==> config.mk <==
export PLATFORM = sky130hd
export DESIGN_NAME = pic_irq_ctrl
export DESIGN_NICKNAME = d
export VERILOG_FILES = /design/src/rtl/pic_pkg.sv /design/src/rtl/pic_cfg_regs.sv /design/src/rtl/pic_src_cond.sv /design/src/rtl/pic_prio_enc.sv /design/src/rtl/pic_irq_ctrl.sv
export SDC_FILE = /design/constraint.sdc
export NUM_CORES = 1
export LEC_CHECK = 0
export BUFFER_PORTS_ARGS = -buffer_cell sky130_fd_sc_hd__buf_2
export CAP_MARGIN = 5
export CORE_MARGIN = 2
export CORE_UTILIZATION = 30
export CTS_BUF_LIST = sky130_fd_sc_hd__clkbuf_4
export DETAILED_ROUTE_END_ITERATION = 12
export HOLD_SLACK_MARGIN = 0.03
export PLACE_DENSITY = 0.53
export REMOVE_ABC_BUFFERS = 1
export SLEW_MARGIN = 20
export SYNTH_ARGS = -nofsm -noshare
export SYNTH_HDL_FRONTEND = slang
export SYNTH_SLANG_ARGS = --single-unit
==> constraint.sdc <==
create_clock -name clk -period 42.2 [get_ports clk]
set_input_delay 8.44 -clock clk [delete_from_list [all_inputs] [get_ports clk]]
set_output_delay 8.44 -clock clk [all_outputs]
set_load 0.05 [all_outputs]
==> src/rtl/pic_pkg.sv <==
package pic_pkg;
  localparam int LVLW = 3;

  typedef struct packed {
    logic            vsup;     // block supplies the vector
    logic            act_hi;   // 1 = active-high input
    logic            edge_md;  // 1 = edge latched
    logic [LVLW-1:0] lvl;      // 0 = disabled
  } src_cfg_t;

  localparam src_cfg_t CFG_RST = '{vsup: 1'b1, act_hi: 1'b1, edge_md: 1'b0, lvl: '0};
endpackage

==> src/rtl/pic_cfg_regs.sv <==
module pic_cfg_regs
  import pic_pkg::*;
#(
  parameter int NSRC      = 28,
  parameter int AW        = 5,
  parameter int VBW       = 3,
  parameter int VBASE_RST = 2,
  parameter int DW        = 8
) (
  input  logic                  clk,
  input  logic                  rst,
  input  logic                  we_i,
  input  logic                  re_i,
  input  logic [AW-1:0]         addr_i,
  input  logic [DW-1:0]         wdata_i,
  output src_cfg_t [NSRC-1:0]   cfg_o,
  output logic [VBW-1:0]        vbase_o,
  output logic [DW-1:0]         rdata_o
);
  localparam int CW = $bits(src_cfg_t);

  src_cfg_t [NSRC-1:0] cfg_q;
  logic [VBW-1:0]      vbase_q;
  logic [DW-1:0]       rd_c;

  for (genvar g = 0; g < NSRC; g++) begin : g_slot
    always_ff @(posedge clk) begin
      if (rst)
        cfg_q[g] <= CFG_RST;
      else if (we_i && addr_i == AW'(g))
        cfg_q[g] <= src_cfg_t'(wdata_i[CW-1:0]);
    end
  end

  always_ff @(posedge clk) begin
    if (rst)
      vbase_q <= VBW'(VBASE_RST);
    else if (we_i && addr_i == AW'(NSRC))
      vbase_q <= wdata_i[VBW-1:0];
  end

  always_comb begin
    rd_c = '0;
    for (int i = 0; i < NSRC; i++)
      if (addr_i == AW'(i)) rd_c = {{(DW-CW){1'b0}}, cfg_q[i]};
    if (addr_i == AW'(NSRC)) rd_c = {{(DW-VBW){1'b0}}, vbase_q};
  end

  always_ff @(posedge clk) begin
    if (rst)       rdata_o <= '0;
    else if (re_i) rdata_o <= rd_c;
  end

  assign cfg_o   = cfg_q;
  assign vbase_o = vbase_q;

  // read data only moves on a read strobe
  p_rdata_hold_r12: assert property (@(posedge clk) disable iff (rst)
    !re_i |=> $stable(rdata_o));
endmodule

==> src/rtl/pic_src_cond.sv <==
module pic_src_cond #(
  parameter bit PROG     = 1'b0,  // sensing and polarity taken from config
  parameter bit FIX_EDGE = 1'b0,  // fixed sensing when not programmable
  parameter int LW       = 3
) (
  input  logic          clk,
  input  logic          rst,
  input  logic          raw_i,
  input  logic [LW-1:0] lvl_i,
  input  logic          edge_md_i,
  input  logic          act_hi_i,
  input  logic          clr_i,
  output logic          pend_o
);
  logic en, use_edge, act, prev_q, pend_q, rise;

  assign en       = (lvl_i != '0);
  assign use_edge = PROG ? edge_md_i : FIX_EDGE;
  assign act      = PROG ? (raw_i ^ ~act_hi_i) : raw_i;
  assign rise     = act & ~prev_q;

  always_ff @(posedge clk) begin
    if (rst) begin
      prev_q <= 1'b0;
      pend_q <= 1'b0;
    end else begin
      prev_q <= act;
      if (!en)
        pend_q <= 1'b0;
      else if (use_edge)
        pend_q <= (pend_q & ~clr_i) | rise;
      else
        pend_q <= act;
    end
  end

  assign pend_o = pend_q;

  // a disabled source holds no request
  p_off_clears_r3: assert property (@(posedge clk) disable iff (rst)
    !en |=> !pend_o);
  // a latched edge request survives until acknowledged
  p_edge_hold_r5: assert property (@(posedge clk) disable iff (rst)
    (pend_o && en && use_edge && !clr_i) |=> pend_o);
endmodule

==> src/rtl/pic_prio_enc.sv <==
module pic_prio_enc #(
  parameter int NSRC = 28,
  parameter int IW   = 5,
  parameter int LW   = 3
) (
  input  logic [NSRC-1:0]         pend_i,
  input  logic [NSRC-1:0][LW-1:0] lvl_i,
  input  logic [LW-1:0]           ack_lvl_i,
  output logic [LW-1:0]           max_lvl_o,
  output logic                    hit_o,
  output logic [IW-1:0]           win_o
);
  always_comb begin
    max_lvl_o = '0;
    for (int i = 0; i < NSRC; i++)
      if (pend_i[i] && lvl_i[i] > max_lvl_o) max_lvl_o = lvl_i[i];
  end

  // scan downward so the lowest index at the level is kept last
  always_comb begin
    hit_o = 1'b0;
    win_o = '0;
    for (int i = NSRC - 1; i >= 0; i--)
      if (pend_i[i] && ack_lvl_i != '0 && lvl_i[i] == ack_lvl_i) begin
        hit_o = 1'b1;
        win_o = IW'(i);
      end
  end
endmodule

==> src/rtl/pic_irq_ctrl.sv <==
module pic_irq_ctrl
  import pic_pkg::*;
#(
  parameter int NBP       = 7,
  parameter int NLOC      = 7,
  parameter int NERR      = 6,
  parameter int NSW       = 8,
  parameter int VW        = 8,
  parameter int VBASE_RST = 2,
  localparam int NSRC     = NBP + NLOC + NERR + NSW,
  localparam int AW       = $clog2(NSRC + 1)
) (
  input  logic              clk,
  input  logic              rst,
  input  logic [NBP-1:0]    bp_irq_i,
  input  logic [NLOC-1:0]   loc_irq_i,
  input  logic [NERR-1:0]   err_evt_i,
  input  logic [NSW-1:0]    sw_evt_i,
  input  logic              cfg_we_i,
  input  logic              cfg_re_i,
  input  logic [AW-1:0]     cfg_addr_i,
  input  logic [7:0]        cfg_wdata_i,
  output logic [7:0]        cfg_rdata_o,
  output logic [LVLW-1:0]   ipl_o,
  input  logic              iack_req_i,
  input  logic [LVLW-1:0]   iack_lvl_i,
  output logic              iack_ack_o,
  output logic              iack_hit_o,
  output logic              iack_own_o,
  output logic [VW-1:0]     iack_vec_o
);
  localparam int IW     = $clog2(NSRC);
  localparam int VBW    = VW - IW;
  localparam int LOC_LO = NBP;
  localparam int ERR_LO = NBP + NLOC;

  logic [NSRC-1:0]           raw, pend, clr;
  logic [NSRC-1:0][LVLW-1:0] lvl_v;
  src_cfg_t [NSRC-1:0]       cfg;
  logic [VBW-1:0]            vbase;
  logic [LVLW-1:0]           max_lvl;
  logic                      hit, own_c;
  logic [IW-1:0]             win;

  assign raw = {sw_evt_i, err_evt_i, loc_irq_i, bp_irq_i};

  pic_cfg_regs #(.NSRC(NSRC), .AW(AW), .VBW(VBW), .VBASE_RST(VBASE_RST), .DW(8)) u_cfg (
    .clk(clk), .rst(rst), .we_i(cfg_we_i), .re_i(cfg_re_i), .addr_i(cfg_addr_i),
    .wdata_i(cfg_wdata_i), .cfg_o(cfg), .vbase_o(vbase), .rdata_o(cfg_rdata_o));

  for (genvar g = 0; g < NSRC; g++) begin : g_src
    localparam bit IS_LOC  = (g >= LOC_LO) && (g < ERR_LO);
    localparam bit IS_EDGE = (g >= ERR_LO);
    assign lvl_v[g] = cfg[g].lvl;
    assign clr[g]   = iack_req_i && hit && (win == IW'(g));
    pic_src_cond #(.PROG(IS_LOC), .FIX_EDGE(IS_EDGE), .LW(LVLW)) u_cond (
      .clk(clk), .rst(rst), .raw_i(raw[g]), .lvl_i(cfg[g].lvl),
      .edge_md_i(cfg[g].edge_md), .act_hi_i(cfg[g].act_hi),
      .clr_i(clr[g]), .pend_o(pend[g]));
  end

  pic_prio_enc #(.NSRC(NSRC), .IW(IW), .LW(LVLW)) u_enc (
    .pend_i(pend), .lvl_i(lvl_v), .ack_lvl_i(iack_lvl_i),
    .max_lvl_o(max_lvl), .hit_o(hit), .win_o(win));

  // only local lines may hand the vector to the device
  always_comb begin
    own_c = 1'b1;
    for (int i = 0; i < NSRC; i++)
      if (win == IW'(i))
        own_c = cfg[i].vsup || !((i >= LOC_LO) && (i < ERR_LO));
  end

  always_ff @(posedge clk) begin
    if (rst) begin
      ipl_o      <= '0;
      iack_ack_o <= 1'b0;
      iack_hit_o <= 1'b0;
      iack_own_o <= 1'b0;
      iack_vec_o <= '0;
    end else begin
      ipl_o      <= max_lvl;
      iack_ack_o <= iack_req_i;
      iack_hit_o <= iack_req_i && hit;
      iack_own_o <= iack_req_i && hit && own_c;
      iack_vec_o <= (iack_req_i && hit && own_c) ? {vbase, win} : '0;
    end
  end

  // a response only follows a request
  p_ack_after_req_r7: assert property (@(posedge clk) disable iff (rst)
    iack_ack_o |-> $past(iack_req_i));
  // a miss returns nothing
  p_miss_quiet_r11: assert property (@(posedge clk) disable iff (rst)
    (iack_ack_o && !iack_hit_o) |-> (iack_vec_o == '0 && !iack_own_o));
  // level 0 can never be a hit
  p_hit_nonzero_r11: assert property (@(posedge clk) disable iff (rst)
    iack_hit_o |-> ($past(iack_lvl_i) != '0));
  // nothing pending gives a zero code next cycle
  p_idle_code_r2: assert property (@(posedge clk) disable iff (rst)
    (pend == '0) |=> (ipl_o == '0));
endmodule

==> impl_results.md <==
- Status: finished clean
- Vias: 15600
- Slew margin rel.: 0.200
- DRT iter0 DRCs: 1518
- DR WL/cell: 20.5 um
- Rows: between 80 and 90
- Max cap viols: 0
- Slew @ Worst Pin: about 1200 ps
- Pin count of the biggest net entering global routing: 80
- DRC viols: 0
- Leading area contributor after synthesis: dfxtp_1
- Peak VDD IR: roughly 0.000020 V
- Hold WC Path Type: reg2reg
- Grt ovf: 0
- Post-synth top area share: 0.321
- P_leak: 6.24 nW
- Final period util: 0.839
- Clk_lat worst skew: a little under 800 ps
- DP Cell Count: about 2600
- Req. time, crit path: ~43000 ps
- Critical path arrival: roughly 36000 ps
- H-tree Lvls: 3
- Final setup vio count: 0
- Post-Route WL: around 56000 um
- Power Internal: roughly 0.36 mW
- Tot Pwr: approximately 0.5 mW
- Filler cells: about 5400
- CP max stage delay: 520 ps
- Post-synth ARST share: 0
- Core area: 0.0491 mm2
- CTS Buf Count: 71
- Chip width: ~230 um
- Io pins: just over 70
- Layout cell share with drive strength beyond 1: 0.123
- RSZ-0062 raised after global routing: no
- Switch share: 0.275
- Clk sinks: 240
- Gp weighted congestion: roughly 0.84
- Post-synth top flop: dfxtp_1
- Final Hold Fails: 0
- Largest cells by area after synthesis: dfxtp_1, nand2_1, a21oi_1
- # port buffers: 66
- Clock period minus worst slack: 35400 ps
- CP Buf/Inv Count: 6
- Post-synthesis cell area: between 0.01 and 0.015 mm2
- Comb power frac: 0.079
- Post-CTS Hold Fix Bufs: 0
- Post-CTS Setup Bufs: 0
- Startpoint Class: flip-flop
- Post-synthesis instance total: 2011
- Sequential share of power: 0.468
- TritonCTS clock tree: yes
- Yosys warns: 0
- Sw Pwr: between 0.1 and 0.15 mW
- Count of cell types in the netlist: 99
- Post-synth EDFFs: 0
- Worst hold slack: between 400 and 500 ps
- Yosys reg bits: 240
- Overall routing resource usage: 0.215
- Critical-path top delay cell: a21oi_1
- Area added between synthesis and finish: 11.0%
- Pwr/cell area: 30.0 mW/mm2
- Fin util: 0.339
- Initial Utilization: 0.305
- DIE AREA: 0.0517 mm2
- Final Skew: 50.4 ps
- Post-CTS sizing: 0
- Register-to-register setup slack: ~6800 ps
- Maximum clock path buffer count: 3
- Share of power burned in the clock network: 0.453
- Initial antenna violation count: 4
- Max Freq: roughly 28 MHz
- CP Class: reg2reg
- First-pass GRT wire length: between 80000 and 90000 um
- Vias in the first global route: 14300
- Pins over their slew limit: 0
- Setup TNS: 0 ps
- Hpwl dp: 39500 um
- Avg Inst Size Synth: 7.44 um2
- Vias per inst: 5.72
- Crit. End Element: flip-flop
- CTS clk-pin slew, worst paths: around 60 ps
- Crit-path leading delay family: compound AO/OA/AOI/OAI gates
- TritonRoute pass-1 iters: 8
- Root Driver: clkbuf_4
- Routed Antenna Nets: 0
- Nets@finish: 2100
- CP max FO: 8
- Seq/Total Area, Yosys: 0.321
- Chip height: approximately 230 um
- Post-route non-filler standard cell count: approximately 2700
[worst reg2reg max path, delay by kind of cell, from the launching register on]
family,cells,cell delay (ps)
compound gates,76,13620
fa+ha+maj,30,8040
buf+inv,6,450
flops,1,480
mux,8,2650
simple gates,59,10110
[Yosys cell counts (all sizes together) (5+ instances only)]
cell / instances
nor3b: 15
nor3: 81
a21o: 13
a221oi: 21
and3: 8
buf: 16
xor2: 51
nor2: 134
o31a: 5
a22o: 12
a211oi: 23
nor2b: 26
mux2i: 18
dfxtp: 240
or3: 9
o21a: 11
o21bai: 9
o211a: 10
clkbuf: 143
o2111ai: 8
nand3: 155
a21boi: 9
inv: 60
nor4: 11
mux2: 8
nand2b: 15
o211ai: 84
a21oi: 210
a41oi: 5
o31ai: 15
a22oi: 40
a311oi: 6
o22ai: 15
o21ai: 56
a31oi: 22
and2: 17
or2: 14
xnor2: 13
nand2: 285
ha: 33
nand4: 15
nand3b: 5
a211o: 6
[registers in the layout (all words and copies together) (netlist names)]
| signal | count |
|---|---|
| g_src.u_cond.prev_q | 21 |
| u_cfg.rdata_o | 6 |
| iack_hit_o | 1 |
| iack_vec_o | 8 |
| g_src.u_cond.pend_o | 28 |
| ipl_o | 3 |
| iack_own_o | 1 |
| u_cfg.vbase_o | 3 |
| u_cfg.cfg_o | 168 |
| iack_ack_o | 1 |
[layout make-up]
cell class,instances,area (um2),share of cell area
Tap cell,664,831,0.0500
Clock inverter,15,118,0.00708
Sequential cell,240,4800,0.289
Clock buffer,100,751,0.0452
Inverter,61,229,0.0138
Multi-Input combinational cell,1552,9330,0.561
Antenna cell,7,17.5,0.00105
Timing Repair Buffer,92,534,0.0322
[logic make-up after synthesis]
kind of cell / count (synthesis) / synth area share
compound gates: 621 / 0.285
xor+xnor: 64 / 0.0375
fa+ha+maj: 36 / 0.0297
buf+inv: 220 / 0.0569
flops: 240 / 0.321
mux: 26 / 0.0183
other cells: 1 / 0.000251
simple gates: 803 / 0.252
[metal layers]
layer,share of wire,track usage,vias up
met5,0,0,-
li1,-,-,7421
met4,0.026,0.0687,0
met1,0.46,0.298,7507
met3,0.061,0.0310,92
met2,0.45,0.342,604
[placed cells by master (no fill, tap or decap), drive strengths merged, types with 56 or more instances in the layout]
cell / Yosys / final
nand2: 285 / 285
dfxtp: 240 / 240
a21oi: 210 / 210
nand3: 155 / 155
nor2: 134 / 134
clkbuf: 143 / 100
buf: 16 / 92
o211ai: 84 / 84
nor3: 81 / 81
inv: 60 / 61
o21ai: 56 / 56
[final timing paths]
path                                                    from                           end  cells past startpoint
worst max-delay path             u_cfg.cfg_o[1]$_SDFFE_PP0P_           ipl_o[0]$_SDFF_PP0_                    179
worst min register to register  u_cfg.cfg_o[87]$_SDFFE_PP0P_  u_cfg.cfg_o[87]$_SDFFE_PP0P_                      2
worst max register to register   u_cfg.cfg_o[1]$_SDFFE_PP0P_           ipl_o[0]$_SDFF_PP0_                    179
worst min-delay path            u_cfg.cfg_o[87]$_SDFFE_PP0P_  u_cfg.cfg_o[87]$_SDFFE_PP0P_                      2
[through the flow]
stage,setup slack [ps],instance area [um2]
2_1_floorplan,11450,14300
3_3_place_gp,7780,15700
3_5_place_dp,6940,15700
4_1_cts,6830,16600
5_1_grt,3440,16600
6_report,6800,16600
[power groups by stage]
stage | combinational [mW] | sequential (mW) | clock (mW)
detailed placement | 0.0388 | 0.238 | 0
global route | 0.0425 | 0.233 | 0.243
floorplan | 0.0172 | 0.238 | 0
CTS | 0.0390 | 0.233 | 0.231
finish | 0.0393 | 0.233 | 0.226
global placement | 0.0384 | 0.238 | 0
Power figures use the tool's default switching activity.
